==> config.mk <==
export PLATFORM = sky130hd
export DESIGN_NAME = nvm_cmd_seq
export DESIGN_NICKNAME = d
export VERILOG_FILES = /design/src/rtl/nvm_seq_pkg.sv /design/src/rtl/nvm_seq_ctrl.sv /design/src/rtl/nvm_exec_track.sv /design/src/rtl/nvm_status_flags.sv /design/src/rtl/nvm_cmd_seq.sv
export SDC_FILE = /design/constraint.sdc
export NUM_CORES = 1
export LEC_CHECK = 0
export BUFFER_PORTS_ARGS = -buffer_cell sky130_fd_sc_hd__buf_2
export CAP_MARGIN = 25
export CORE_ASPECT_RATIO = 0.9
export CORE_MARGIN = 1
export CORE_UTILIZATION = 56
export DETAILED_ROUTE_END_ITERATION = 8
export PLACE_DENSITY = 0.84
export SETUP_SLACK_MARGIN = 0.5
export SLEW_MARGIN = 10
export SYNTH_ARGS = -nofsm -noshare
export SYNTH_HDL_FRONTEND = slang
export SYNTH_SLANG_ARGS = --single-unit
==> constraint.sdc <==
create_clock -name clk -period 4.6 [get_ports clk]
set_input_delay 0.92 -clock clk [delete_from_list [all_inputs] [get_ports clk]]
set_output_delay 0.92 -clock clk [all_outputs]
set_load 0.005 [all_outputs]
==> src/rtl/nvm_seq_pkg.sv <==
package nvm_seq_pkg;
  localparam int CODE_W = 8;

  typedef enum logic [2:0] {
    TGT_ARRAY  = 3'd0,
    TGT_CLKDIV = 3'd1,
    TGT_CTRL   = 3'd2,
    TGT_CMD    = 3'd3,
    TGT_STAT   = 3'd4
  } tgt_e;

  typedef enum logic [1:0] {
    SQ_IDLE = 2'd0,
    SQ_WORD = 2'd1,
    SQ_CMD  = 2'd2
  } seq_st_e;

  localparam logic [CODE_W-1:0] OP_PROG   = 8'h20;
  localparam logic [CODE_W-1:0] OP_SECT   = 8'h40;
  localparam logic [CODE_W-1:0] OP_MASS   = 8'h41;
  localparam logic [CODE_W-1:0] OP_VERIFY = 8'h05;
  localparam logic [CODE_W-1:0] OP_MODIFY = 8'h60;

  localparam int ST_LAUNCH = 7;
  localparam int ST_PVCLR  = 5;
  localparam int ST_AECLR  = 4;
  localparam int ST_BLCLR  = 2;
  localparam int CT_BEIE   = 7;
  localparam int CT_CIIE   = 6;

  function automatic logic op_legal(input logic [CODE_W-1:0] c);
    return (c == OP_PROG) || (c == OP_SECT) || (c == OP_MASS) ||
           (c == OP_VERIFY) || (c == OP_MODIFY);
  endfunction
endpackage

==> src/rtl/nvm_seq_ctrl.sv <==
module nvm_seq_ctrl
  import nvm_seq_pkg::*;
#(
  parameter int ADDR_W = 16,
  parameter int DATA_W = 16
) (
  input  logic              clk,
  input  logic              rst,
  input  logic              wr_en,
  input  logic [2:0]        wr_tgt,
  input  logic [ADDR_W-1:0] wr_addr,
  input  logic [DATA_W-1:0] wr_data,
  input  logic              wr_word,
  input  logic              stop_abort,
  input  logic              div_loaded,
  input  logic              bufs_empty,
  input  logic              pviol,
  input  logic              prot_hit,
  input  logic              prot_any,
  output logic              launch,
  output logic              seq_err,
  output logic              pv_set,
  output logic              stat_ok,
  output logic              reg_ok,
  output logic [ADDR_W-1:0] b_addr,
  output logic [DATA_W-1:0] b_data,
  output logic [CODE_W-1:0] b_cmd
);
  seq_st_e           st, nxt;
  tgt_e              tgt;
  logic [CODE_W-1:0] code;
  logic              cap_w, cap_c, blocked;

  always_comb begin
    tgt     = tgt_e'(wr_tgt);
    code    = wr_data[CODE_W-1:0];
    blocked = (code == OP_MASS) ? prot_any : ((code != OP_VERIFY) && prot_hit);
    launch  = 1'b0;
    seq_err = 1'b0;
    pv_set  = 1'b0;
    stat_ok = 1'b0;
    reg_ok  = 1'b0;
    cap_w   = 1'b0;
    cap_c   = 1'b0;
    nxt     = st;
    if (wr_en) begin
      case (st)
        SQ_IDLE: begin
          case (tgt)
            TGT_ARRAY: begin
              if (!div_loaded || !wr_word || wr_addr[0] || !bufs_empty) seq_err = 1'b1;
              else begin
                cap_w = 1'b1;
                nxt   = SQ_WORD;
              end
            end
            TGT_CLKDIV, TGT_CTRL: reg_ok  = 1'b1;
            TGT_CMD:              seq_err = 1'b1;
            TGT_STAT:             stat_ok = 1'b1;
            default: ;
          endcase
        end
        SQ_WORD: begin
          if (tgt != TGT_CMD) seq_err = 1'b1;
          else if (!op_legal(code) || (pviol && (code != OP_VERIFY))) seq_err = 1'b1;
          else if (blocked) begin
            pv_set = 1'b1;
            nxt    = SQ_IDLE;
          end else begin
            cap_c = 1'b1;
            nxt   = SQ_CMD;
          end
        end
        SQ_CMD: begin
          if ((tgt == TGT_STAT) && wr_data[ST_LAUNCH]) begin
            launch  = 1'b1;
            stat_ok = 1'b1;
            nxt     = SQ_IDLE;
          end else seq_err = 1'b1;
        end
        default: nxt = SQ_IDLE;
      endcase
    end
    if (seq_err) nxt = SQ_IDLE;
  end

  always_ff @(posedge clk) begin
    if (rst) begin
      st     <= SQ_IDLE;
      b_addr <= '0;
      b_data <= '0;
      b_cmd  <= '0;
    end else begin
      st <= stop_abort ? SQ_IDLE : nxt;
      if (cap_w) begin
        b_addr <= wr_addr;
        b_data <= wr_data;
      end
      if (cap_c) b_cmd <= code;
    end
  end
endmodule

==> src/rtl/nvm_exec_track.sv <==
module nvm_exec_track
  import nvm_seq_pkg::*;
#(
  parameter int ADDR_W = 16,
  parameter int DATA_W = 16
) (
  input  logic              clk,
  input  logic              rst,
  input  logic              launch,
  input  logic [ADDR_W-1:0] l_addr,
  input  logic [DATA_W-1:0] l_data,
  input  logic [CODE_W-1:0] l_cmd,
  input  logic              exec_done,
  input  logic              stop_req,
  output logic              stop_abort,
  output logic              verify_done,
  output logic              q_valid,
  output logic              busy,
  output logic              exec_start,
  output logic              exec_abort,
  output logic [CODE_W-1:0] exec_cmd,
  output logic [ADDR_W-1:0] exec_addr,
  output logic [DATA_W-1:0] exec_data
);
  logic [CODE_W-1:0] q_cmd;
  logic [ADDR_W-1:0] q_addr;
  logic [DATA_W-1:0] q_data;
  logic              free;

  assign stop_abort  = stop_req && (busy || q_valid);
  assign free        = !busy || exec_done;
  assign verify_done = !stop_abort && busy && exec_done && (exec_cmd == OP_VERIFY);

  always_ff @(posedge clk) begin
    if (rst) begin
      q_valid    <= 1'b0;
      busy       <= 1'b0;
      exec_start <= 1'b0;
      exec_abort <= 1'b0;
      q_cmd      <= '0;
      q_addr     <= '0;
      q_data     <= '0;
      exec_cmd   <= '0;
      exec_addr  <= '0;
      exec_data  <= '0;
    end else begin
      exec_start <= 1'b0;
      exec_abort <= 1'b0;
      if (stop_abort) begin
        busy       <= 1'b0;
        q_valid    <= 1'b0;
        exec_abort <= 1'b1;
      end else begin
        if (busy && exec_done) busy <= 1'b0;
        if (q_valid && free) begin
          exec_cmd   <= q_cmd;
          exec_addr  <= q_addr;
          exec_data  <= q_data;
          busy       <= 1'b1;
          exec_start <= 1'b1;
          q_valid    <= 1'b0;
        end else if (launch) begin
          if (free) begin
            exec_cmd   <= l_cmd;
            exec_addr  <= l_addr;
            exec_data  <= l_data;
            busy       <= 1'b1;
            exec_start <= 1'b1;
          end else begin
            q_cmd   <= l_cmd;
            q_addr  <= l_addr;
            q_data  <= l_data;
            q_valid <= 1'b1;
          end
        end
      end
    end
  end
endmodule

==> src/rtl/nvm_status_flags.sv <==
module nvm_status_flags
  import nvm_seq_pkg::*;
(
  input  logic       clk,
  input  logic       rst,
  input  logic       stat_ok,
  input  logic       reg_ok,
  input  logic [2:0] wr_tgt,
  input  logic [7:0] wr_byte,
  input  logic       seq_err,
  input  logic       pv_set,
  input  logic       stop_abort,
  input  logic       verify_done,
  input  logic       exec_blank,
  input  logic       q_valid,
  input  logic       busy,
  output logic       bufs_empty,
  output logic       cmd_idle,
  output logic       acc_err,
  output logic       prot_viol,
  output logic       blank_flag,
  output logic       div_loaded,
  output logic       irq
);
  logic ie_be, ie_ci;

  assign bufs_empty = !q_valid;
  assign cmd_idle   = !q_valid && !busy;
  assign irq        = (bufs_empty && ie_be) || (cmd_idle && ie_ci);

  always_ff @(posedge clk) begin
    if (rst) begin
      acc_err    <= 1'b0;
      prot_viol  <= 1'b0;
      blank_flag <= 1'b0;
      div_loaded <= 1'b0;
      ie_be      <= 1'b0;
      ie_ci      <= 1'b0;
    end else begin
      if (seq_err || stop_abort) acc_err <= 1'b1;
      else if (stat_ok && wr_byte[ST_AECLR]) acc_err <= 1'b0;

      if (pv_set) prot_viol <= 1'b1;
      else if (stat_ok && wr_byte[ST_PVCLR]) prot_viol <= 1'b0;

      if (verify_done && exec_blank) blank_flag <= 1'b1;
      else if (stat_ok && wr_byte[ST_BLCLR]) blank_flag <= 1'b0;

      if (reg_ok && (tgt_e'(wr_tgt) == TGT_CLKDIV)) div_loaded <= 1'b1;
      if (reg_ok && (tgt_e'(wr_tgt) == TGT_CTRL)) begin
        ie_be <= wr_byte[CT_BEIE];
        ie_ci <= wr_byte[CT_CIIE];
      end
    end
  end
endmodule

==> src/rtl/nvm_cmd_seq.sv <==
module nvm_cmd_seq
  import nvm_seq_pkg::*;
#(
  parameter int ADDR_W = 16,
  parameter int DATA_W = 16
) (
  input  logic              clk,
  input  logic              rst,
  input  logic              wr_en,
  input  logic [2:0]        wr_tgt,
  input  logic [ADDR_W-1:0] wr_addr,
  input  logic [DATA_W-1:0] wr_data,
  input  logic              wr_word,
  input  logic              stop_req,
  input  logic              prot_hit,
  input  logic              prot_any,
  input  logic              exec_done,
  input  logic              exec_blank,
  output logic [ADDR_W-1:0] chk_addr,
  output logic              exec_start,
  output logic              exec_abort,
  output logic [7:0]        exec_cmd,
  output logic [ADDR_W-1:0] exec_addr,
  output logic [DATA_W-1:0] exec_data,
  output logic              bufs_empty,
  output logic              cmd_idle,
  output logic              acc_err,
  output logic              prot_viol,
  output logic              blank_flag,
  output logic              div_loaded,
  output logic              irq
);
  logic              launch, seq_err, pv_set, stat_ok, reg_ok;
  logic              stop_abort, verify_done, q_valid, busy;
  logic [DATA_W-1:0] b_data;
  logic [CODE_W-1:0] b_cmd;

  nvm_seq_ctrl #(.ADDR_W(ADDR_W), .DATA_W(DATA_W)) u_seq (
    .clk(clk), .rst(rst), .wr_en(wr_en), .wr_tgt(wr_tgt), .wr_addr(wr_addr),
    .wr_data(wr_data), .wr_word(wr_word), .stop_abort(stop_abort),
    .div_loaded(div_loaded), .bufs_empty(bufs_empty), .pviol(prot_viol),
    .prot_hit(prot_hit), .prot_any(prot_any), .launch(launch), .seq_err(seq_err),
    .pv_set(pv_set), .stat_ok(stat_ok), .reg_ok(reg_ok), .b_addr(chk_addr),
    .b_data(b_data), .b_cmd(b_cmd)
  );

  nvm_exec_track #(.ADDR_W(ADDR_W), .DATA_W(DATA_W)) u_exec (
    .clk(clk), .rst(rst), .launch(launch), .l_addr(chk_addr), .l_data(b_data),
    .l_cmd(b_cmd), .exec_done(exec_done), .stop_req(stop_req),
    .stop_abort(stop_abort), .verify_done(verify_done), .q_valid(q_valid),
    .busy(busy), .exec_start(exec_start), .exec_abort(exec_abort),
    .exec_cmd(exec_cmd), .exec_addr(exec_addr), .exec_data(exec_data)
  );

  nvm_status_flags u_flags (
    .clk(clk), .rst(rst), .stat_ok(stat_ok), .reg_ok(reg_ok), .wr_tgt(wr_tgt),
    .wr_byte(wr_data[7:0]), .seq_err(seq_err), .pv_set(pv_set),
    .stop_abort(stop_abort), .verify_done(verify_done), .exec_blank(exec_blank),
    .q_valid(q_valid), .busy(busy), .bufs_empty(bufs_empty), .cmd_idle(cmd_idle),
    .acc_err(acc_err), .prot_viol(prot_viol), .blank_flag(blank_flag),
    .div_loaded(div_loaded), .irq(irq)
  );
endmodule

Word level (Yosys, flattened, before mapping)
Cells that the tools add are included.
Operators by class
  equality and inequality tests: 19
  muxes and demuxes: 61
  bitwise operators: 3
  reduce and logical (&&, ||, !) cells: 51
Operators by type and width (number)
  $mux W16: 6
  $mux W1: 42
  $eq A8 B7 Y1 const B: 3
  $mux W8: 3
  $logic_and A1 B1 Y1: 18
  $eq A8 B3 Y1 const B: 2
  $logic_or A1 B1 Y1: 12
  $mux W2: 6
  $reduce_bool A2 Y1: 5
  $eq A8 B6 Y1 const B: 1
  $ne A2 B2 Y1 const B: 4
  $ne A8 B3 Y1 const B: 1
  $eq A3 B2 Y1 const B: 2
  $logic_not A1 Y1: 6
  $pmux W2 S3: 1
  $reduce_and A6 Y1: 1
  $reduce_or A3 Y1: 2
  $pmux W1 S2: 2
  $reduce_and A4 Y1: 1
  $reduce_or A2 Y1: 2
  $eq A3 B1 Y1 const B: 1
  $eq A3 B3 Y1 const B: 1
  $logic_not A3 Y1: 1
  $ne A3 B2 Y1 const B: 1
  8 further kinds: 10
Word-level totals
  flip-flop bits (word level): 132
  word-level logic and storage cells: 154

Depth between registers and ports, before layout
Gate-level depths: netlist of the first run.
  depth in word-level cells: 13
  depth in mapped cells: 7
  mapped depth without buffers: 5

Hierarchy
Synthesis of the first run repeated with hierarchy kept, for this count alone.
Unflattened totals
  cell total of the unflattened synthesis: 658
  area, all modules: 5240.0 um2
By module, submodules not included
  nvm_exec_track: times used 1, cells each 420, area an instance 3268.1 um2, sequential area each 1681.6 um2
  nvm_seq_ctrl: times used 1, cells each 210, area an instance 1694.1 um2, sequential area each 840.8 um2
  nvm_status_flags: times used 1, cells each 28, area an instance 277.8 um2, sequential area each 120.1 um2

Least setup slack after synthesis of the first run
OpenSTA, ideal clock, no wires.
  kind: input to register
  from: in wr_data[1]
  to: reg u_seq.st[1]
  arrival: 2291 ps
  slack: 2251 ps
  cell stages on the path: 6
  path buffers: 1
  cell sequence: nor4_2 > nand4b_1 > a2111oi_4 > and2_1 > buf_2 > o211a_1
On the way
  cells in the longest elaborated chain, start to end: 12
Ends and longest elaborated chain
  start: declaration: line nvm_cmd_seq.sv:12  | input logic [DATA_W-1:0] wr_data,
  $eq A8 B6 Y1 or $eq A8 B7 Y1 (tied branches): line nvm_seq_pkg.sv:32  | return (c == OP_PROG) || (c == OP_SECT) || (c == OP_MASS) ||
  $logic_or A1 B1 Y1 (3 in series): line nvm_seq_pkg.sv:32
  $logic_or A1 B1 Y1: line nvm_seq_pkg.sv:33  | (c == OP_VERIFY) || (c == OP_MODIFY);
  $logic_not A1 Y1: line nvm_seq_ctrl.sv:65  | else if (!op_legal(code) || (pviol && (code != OP_VERIFY))) seq_err = 1'b1;
  $logic_or A1 B1 Y1: line nvm_seq_ctrl.sv:65
  $mux W1: line nvm_seq_ctrl.sv:65
  $mux W1: line nvm_seq_ctrl.sv:64  | if (tgt != TGT_CMD) seq_err = 1'b1;
  $pmux W1 S3: line nvm_seq_ctrl.sv:47  | case (st)
  $mux W1: line nvm_seq_ctrl.sv:46  | if (wr_en) begin
  $reduce_or A3 Y1 (no source line)
  end signal: assignment: line nvm_seq_ctrl.sv:94  | st <= stop_abort ? SQ_IDLE : nxt;
  end: declaration: line nvm_seq_ctrl.sv:29  | seq_st_e st, nxt;
Several ways; a longest one is shown, not always the timed one. The select of a mux whose other input is x is not followed.
A chain may end at the register's enable or synchronous reset.

Worst setup path in the final report of the first run
  from: in wr_tgt[0]
  to: reg u_exec.exec_addr[9]
On the way
  cells in the longest elaborated chain, start to end: 7
Ends and longest elaborated chain
  start: declaration: line nvm_cmd_seq.sv:10  | input logic [2:0] wr_tgt,
  $eq A3 B3 Y1: line nvm_seq_ctrl.sv:75  | if ((tgt == TGT_STAT) && wr_data[ST_LAUNCH]) begin
  $logic_and A1 B1 Y1: line nvm_seq_ctrl.sv:75
  $mux W1: line nvm_seq_ctrl.sv:75
  $mux W1: line nvm_seq_ctrl.sv:47
  $mux W1: line nvm_seq_ctrl.sv:46
  $reduce_bool A2 Y1 (no source line)
  $reduce_and A3 Y1 (no source line)
  end signal: assignment: line nvm_exec_track.sv:57  | exec_addr <= q_addr;
  end signal: assignment: line nvm_exec_track.sv:65  | exec_addr <= l_addr;
  end: declaration: line nvm_exec_track.sv:22  | output logic [ADDR_W-1:0] exec_addr,
Every way passes these cells.

==> flow_summary.ini, run 1 <==
[clocking]
cts_buffer_depth = 2
ctsRootBufferMaster = clkbuf_8
clk_pin_slew_ns = 0.06
cts_max_level = 4
holdBufCountCts = 0
clock_latency_ns = 0.52
cts_tree = yes
clock_sinks = 132
cts_setup_buffers = 0
ctsResizeCount = 0
cts_buffers = 17

[critical_path]
worstSetupPathType = input port to flop
r2r_setup_slack_ns = 2.14
cp-end-kind = flop
crit_path_cell_trace = buf_2, and4bb_2, a31oi_1, a221oi_4, buf_4, nor2_1, a311oi_1
r2r.worst_path.cells = 5
path_delay_family = compound AO/OA/AOI/OAI gates
slowest_stage = buf_4
cp_max_fo = 71
startpoint = wr_tgt[0]
worstPathRequired_ns = 5.01
reg2reg_from = u_exec.q_valid
worst-path-buf-inv = 2
startpoint_type = input port
r2r_end = u_exec.exec_addr[9]
critPathMaxStageDelay_ns = 0.66
cp.arrival_ns = 3.19

[power_and_ir_drop]
total_power_mw = 2.68
cellPowerDensity_nw_per_um2 = 410
p_leak_nw = 2.73
vdd_drop_max_mv = 0.244

[placement]
dp_hpwl_um = 8180
dpl_cell_area_um2 = 5880
place_congestion = 0.896
portBuffers = 108

[route]
wl_per_cell_um = 15.9
drtPass1Iterations = 5
postRouteAntennaNets = 0
vias = 4836
drtIter0Drc = 407
avgViaCountPerCell = 5.76
wirelength_um = 13400
drc = 0

[sta]
fin_crit_ns = 2.78
setup_viol = 0
setup_tns_ns = 0
slew-limit-headroom_pct = 43.8
hold_viol_final = 0
worst_pin_slew_ns = 0.843
rsz0062_at_grt = no
clock.fmax_ghz = 0.360
skew_ns = 0.00925
slew_violations = 0
period_share_pct = 60.3

[logic_synthesis]
synth_simple_gate_area_share_pct = 23.8
avgSynthCellArea_um2 = 8.58
synth-adder-area-share_pct = 0
synth_nets = 661
synth-compound-area-share_pct = 14.2
ys_seq_area_share_pct = 49.9
synth.area.mux_share_pct = 7.57
syn-cell-area_um2 = 5290
synthArstFlopShare_pct = 0
synthCells = 617
synthFlopType = dfxtp_1
synth_edf_count = 0
ys_types = 39
synth_xor_area_share_pct = 0.166
ys.warnings.count = 0
synth_top_family_by_area = simple AND/OR/NAND/NOR gates
synth-seq-cells = 132

[finish]
drive_gt1_share_pct = 21.4
syn_to_final_growth_pct = 23.6
fin_util_pct = 71.7
diodes = 0
final_common_cell = dfxtp_1
layout_common_cells = dfxtp_1 (131), nand2_1 (109), buf_2 (107)
layout.nets = 749
finalInstanceArea_um2 = 6540

[floorplanning]
start_util_pct = 58.0
die-width_um = 104
num_rows = 33
die_height_um = 94.2
dieArea_um2 = 9840
ios = 109
core_um2 = 9130

[global_routing]
antenna_found_initial = 0
grt_use_total_pct = 28.6
grt_pass1_wl_um = 22200
grt_pass1_vias = 4564
grt_max_degree = 91
grt-ovfl-total = 0

[hold_path]
holdPathStages = 2
min_to = u_seq.b_data[8]
min_from = u_seq.b_data[8]
hold_class = flop to flop

[job]
drv_cap = 0

[status]
status = complete, no violations
## registers in the layout, summed over array words and instances (netlist names)
| name | cells |
|---|---|
| u_seq.b_data | 16 |
| u_exec.q_addr | 16 |
| u_exec.exec_addr | 16 |
| u_seq.st | 2 |
| u_exec.exec_abort | 1 |
| u_exec.q_data | 16 |
| u_exec.busy | 1 |
| u_flags.prot_viol | 1 |
| u_exec.q_valid | 1 |
| u_flags.acc_err | 1 |
| u_exec.q_cmd | 8 |
| u_exec.exec_data | 16 |
| u_flags.blank_flag | 1 |
| u_flags.div_loaded | 1 |
| u_exec.exec_start | 1 |
| u_exec.exec_cmd | 8 |
| u_seq.b_cmd | 8 |
| u_flags.ie_be | 1 |
| u_seq.b_addr | 16 |
| u_flags.ie_ci | 1 |
## stage by stage
| stage | std cells | setup slack (ns) | hold slack [ns] |
|---|---|---|---|
| global placement | 805 | 1.51 | 0.456 |
| detailed placement | 807 | 1.42 | 0.465 |
| global route | 840 | 1.68 | 0.497 |
| CTS | 839 | 1.89 | 0.477 |
| finish | 840 | 1.82 | 0.477 |
| floorplan | 617 | 2.25 | 0.449 |
## area by class of cell
type / instances / area (µm²)
multi-input combinational: 428 / 2420
inverter: 8 / 30.0
clock buffer: 21 / 449
timing repair buffer: 118 / 642
fill: 674 / 2590
clock inverter: 11 / 199
sequential: 132 / 2640
tap: 122 / 153
## tightest hold or removal path: stages, from the launching register on
cell and delay [ns]:
dfxtp_1 0.32, nand2_1 0.06, a21oi_1 0.05
## power by group
group          internal [mW]  switching, mW
sequential              1.14       0.000971
combinational         0.0252         0.0417
clock                  0.969          0.501
## worst max-delay path by stage
stage	end	slack, ns	cells past startpoint
after floorplan	u_seq.st[1]	2.25	6
after detailed placement	u_exec.q_data[15]	1.42	6
after CTS	u_exec.q_data[15]	1.89	6
after global routing	u_exec.exec_addr[9]	1.68	7
final	u_exec.exec_addr[9]	1.82	7
after global placement	u_exec.q_addr[5]	1.51	6
## cell usage after synthesis (2+ instances only)
cell type / count / share of area [%]
nor2_1: 92 / 6.5
nor4b_1: 2 / 0.33
a31oi_1: 3 / 0.35
nor3_1: 3 / 0.28
nand2b_1: 9 / 1.1
nand2_1: 109 / 7.7
inv_1: 8 / 0.57
a21oi_1: 37 / 3.5
a21o_1: 2 / 0.28
buf_2: 12 / 1.1
nor2b_1: 7 / 0.83
clkbuf_1: 37 / 2.6
o21ai_0: 9 / 0.85
nand4b_1: 5 / 0.83
mux2i_1: 40 / 7.6
nor3b_1: 6 / 0.85
a22oi_1: 2 / 0.28
dfxtp_1: 132 / 50
a311oi_1: 40 / 6.6
nand3_1: 43 / 4.1
## metal layers
layer  global-route usage (%)  vias up  part of all wire (%)
li1                         -     2323                     -
met1                     36.2     2285                    44
met2                     47.1      207                    48
met4                     10.6        0                   1.7
met3                     7.07       21                   6.5
met5                        0        -                     0
## cells by family after synthesis
family,after synthesis
simple gates,284
flops,132
compound gates,103
buf+inv,57
mux,40
xor+xnor,1
Note: power is estimated with default switching activity, not from simulation.
==> inputs of run 2 (changes only) <==
--- a/config.mk
+++ b/config.mk
@@ -9,9 +9,9 @@
 export CAP_MARGIN = 25
 export CORE_ASPECT_RATIO = 0.9
 export CORE_MARGIN = 1
-export CORE_UTILIZATION = 56
+export CORE_UTILIZATION = 49
 export DETAILED_ROUTE_END_ITERATION = 8
-export PLACE_DENSITY = 0.84
+export PLACE_DENSITY = 0.78
 export SETUP_SLACK_MARGIN = 0.5
 export SLEW_MARGIN = 10
 export SYNTH_ARGS = -nofsm -noshare
==> constraint.sdc (replaced) <==
create_clock -name clk -period 2.4 [get_ports clk]
set_input_delay 0.48 -clock clk [delete_from_list [all_inputs] [get_ports clk]]
set_output_delay 0.48 -clock clk [all_outputs]
set_load 0.005 [all_outputs]
==> run 2 against run 1 <==
Against the previous run: the flow now finishes with violations (design-rule violations); design area increased by 1.1%; highest routed layer unchanged; global-route usage decreased by 3.9 points; first-iteration DRC count decreased by 5.4%; via count increased by 0.12%; total power increased by 84%; sequential power increased by 91%.
==> flow_summary.ini, run 2 (synthesis results as in run 1) <==
[status]
status = finished, violations left
violations = design-rule violations

[global_routing]
grt_use_total_pct = 24.6
antenna_found_initial = 0
grt_pass1_vias = 4441
grt-ovfl-total = 0
grt_max_degree = 64
grt_pass1_wl_um = 21900

[critical_path]
worstPathRequired_ns = 1.92
path_delay_family = flip-flops
slowest_stage = dfxtp_4
cp.arrival_ns = 1.38
r2r.worst_path.cells = 6
worstSetupPathType = flop to output pin
startpoint_type = flop
cp_max_fo = 26
critPathMaxStageDelay_ns = 0.47
worst-path-buf-inv = 2
cp-end-kind = output pin
cp.depth = 3
crit_path_cell_trace = buf_6, nor2_1, buf_2

[clocking]
clk_pin_slew_ns = 0.06
cts_buffer_depth = 2
clock_sinks = 132
cts_tree = yes
clock_latency_ns = 0.42
cts_max_level = 4
ctsRootBufferMaster = clkbuf_16
cts_buffers = 17

[finish]
fin_util_pct = 63.7
final_common_cell = dfxtp_1
diodes = 0
syn_to_final_growth_pct = 24.9
layout.nets = 756
drive_gt1_share_pct = 22.9
fin_cells = 854
layout_common_cells = dfxtp_1 (129), nand2_1 (109), buf_2 (107)

[floorplanning]
start_util_pct = 51.0
die_height_um = 101
num_rows = 35
ios = 109
die-width_um = 112
core_um2 = 10400
dieArea_um2 = 11200

[route]
wl_per_cell_um = 16.3
avgViaCountPerCell = 5.67
wirelength_um = 13900
drc = 9
drtIter0Drc = 385
vias = 4842
postRouteAntennaNets = 0
drtPass1Iterations = 7

[hold_path]
holdPathStages = 3
hold_class = input port to flop

[sta]
slew-limit-headroom_pct = 67.2
clock.fmax_ghz = 0.538
setup_viol = 0
fin_crit_ns = 1.86
hold_viol_final = 0
worst_pin_slew_ns = 0.492
setup_tns_ns = 0
period_share_pct = 77.4
skew_ns = 0.00682
slew_violations = 0
rsz0062_at_grt = no

[power_and_ir_drop]
vdd_drop_max_mv = 0.511
p_leak_nw = 2.76
cellPowerDensity_nw_per_um2 = 747

[placement]
portBuffers = 108
place_congestion = 0.900
dp.cells = 820
dp_hpwl_um = 8610

[job]
drv_cap = 0
[run 2: cell count changes in the layout (fill, tap and decap cells not counted), sizes merged]
cell / before / now
bufinv: 5 / 3
clkinv: 5 / 6
clkbuf: 21 / 23
buf: 118 / 124
[run 2: report_power, final]
part | internal (mW) | leakage (nW) | switching (mW)
sequential | 2.19 | 1.06 | 0.00193
combinational | 0.0540 | 1.40 | 0.0849
clock | 1.68 | 0.298 | 0.921
[run 2: area by class of cell]
| type | count | area, µm² |
|---|---|---|
| Sequential cell | 132 | 2650 |
| Multi-Input combinational cell | 428 | 2440 |
| Fill cell | 868 | 3770 |
| Clock inverter | 10 | 129 |
| Inverter | 8 | 30.0 |
| Tap cell | 129 | 161 |
| Timing Repair Buffer | 125 | 733 |
| Clock buffer | 22 | 464 |
[run 2: what timing repair did]
item,4_1_cts,5_1_grt
resized for setup,4,5
endpoints found under the setup margin,30,38
gates cloned,0,1
hold buffers,0,0
setup buffers,0,1
[run 2: per-layer routing]
metal | GRT usage, % | wire length (µm)
met1 | 30.5 | 6020
met2 | 41.4 | 6620
met3 | 6.49 | 1000
met4 | 9.56 | 239
met5 | 0 | 0
[run 2: tightest hold or removal path, cell delays in order]
cell and delay (ns):
buf_2 0.09, nand2_1 0.04, a21oi_1 0.05
[run 2: worst paths after layout]
check	startpoint	to	slack, ns
setup / recovery	u_exec.q_valid	cmd_idle	0.54
hold / removal	wr_addr[5]	u_seq.b_addr[5]	0.30
setup reg to reg	u_seq.st[0]	u_exec.exec_addr[12]	0.59
hold reg to reg	u_seq.b_data[9]	u_seq.b_data[9]	0.47
[run 2: through the flow]
stage / hold WS (ns) / worst slack [ns] / total power [mW] / area (µm²)
6_report: 0.302 / 0.542 / 4.93 / 6610
5_1_grt: 0.293 / 0.445 / 5.09 / 6610
4_1_cts: 0.292 / 0.517 / 4.95 / 6560
3_5_place_dp: 0.465 / 0.199 / 2.38 / 5960
3_3_place_gp: 0.455 / 0.275 / 2.38 / 5960
2_1_floorplan: 0.449 / 0.504 / 2.31 / 5300
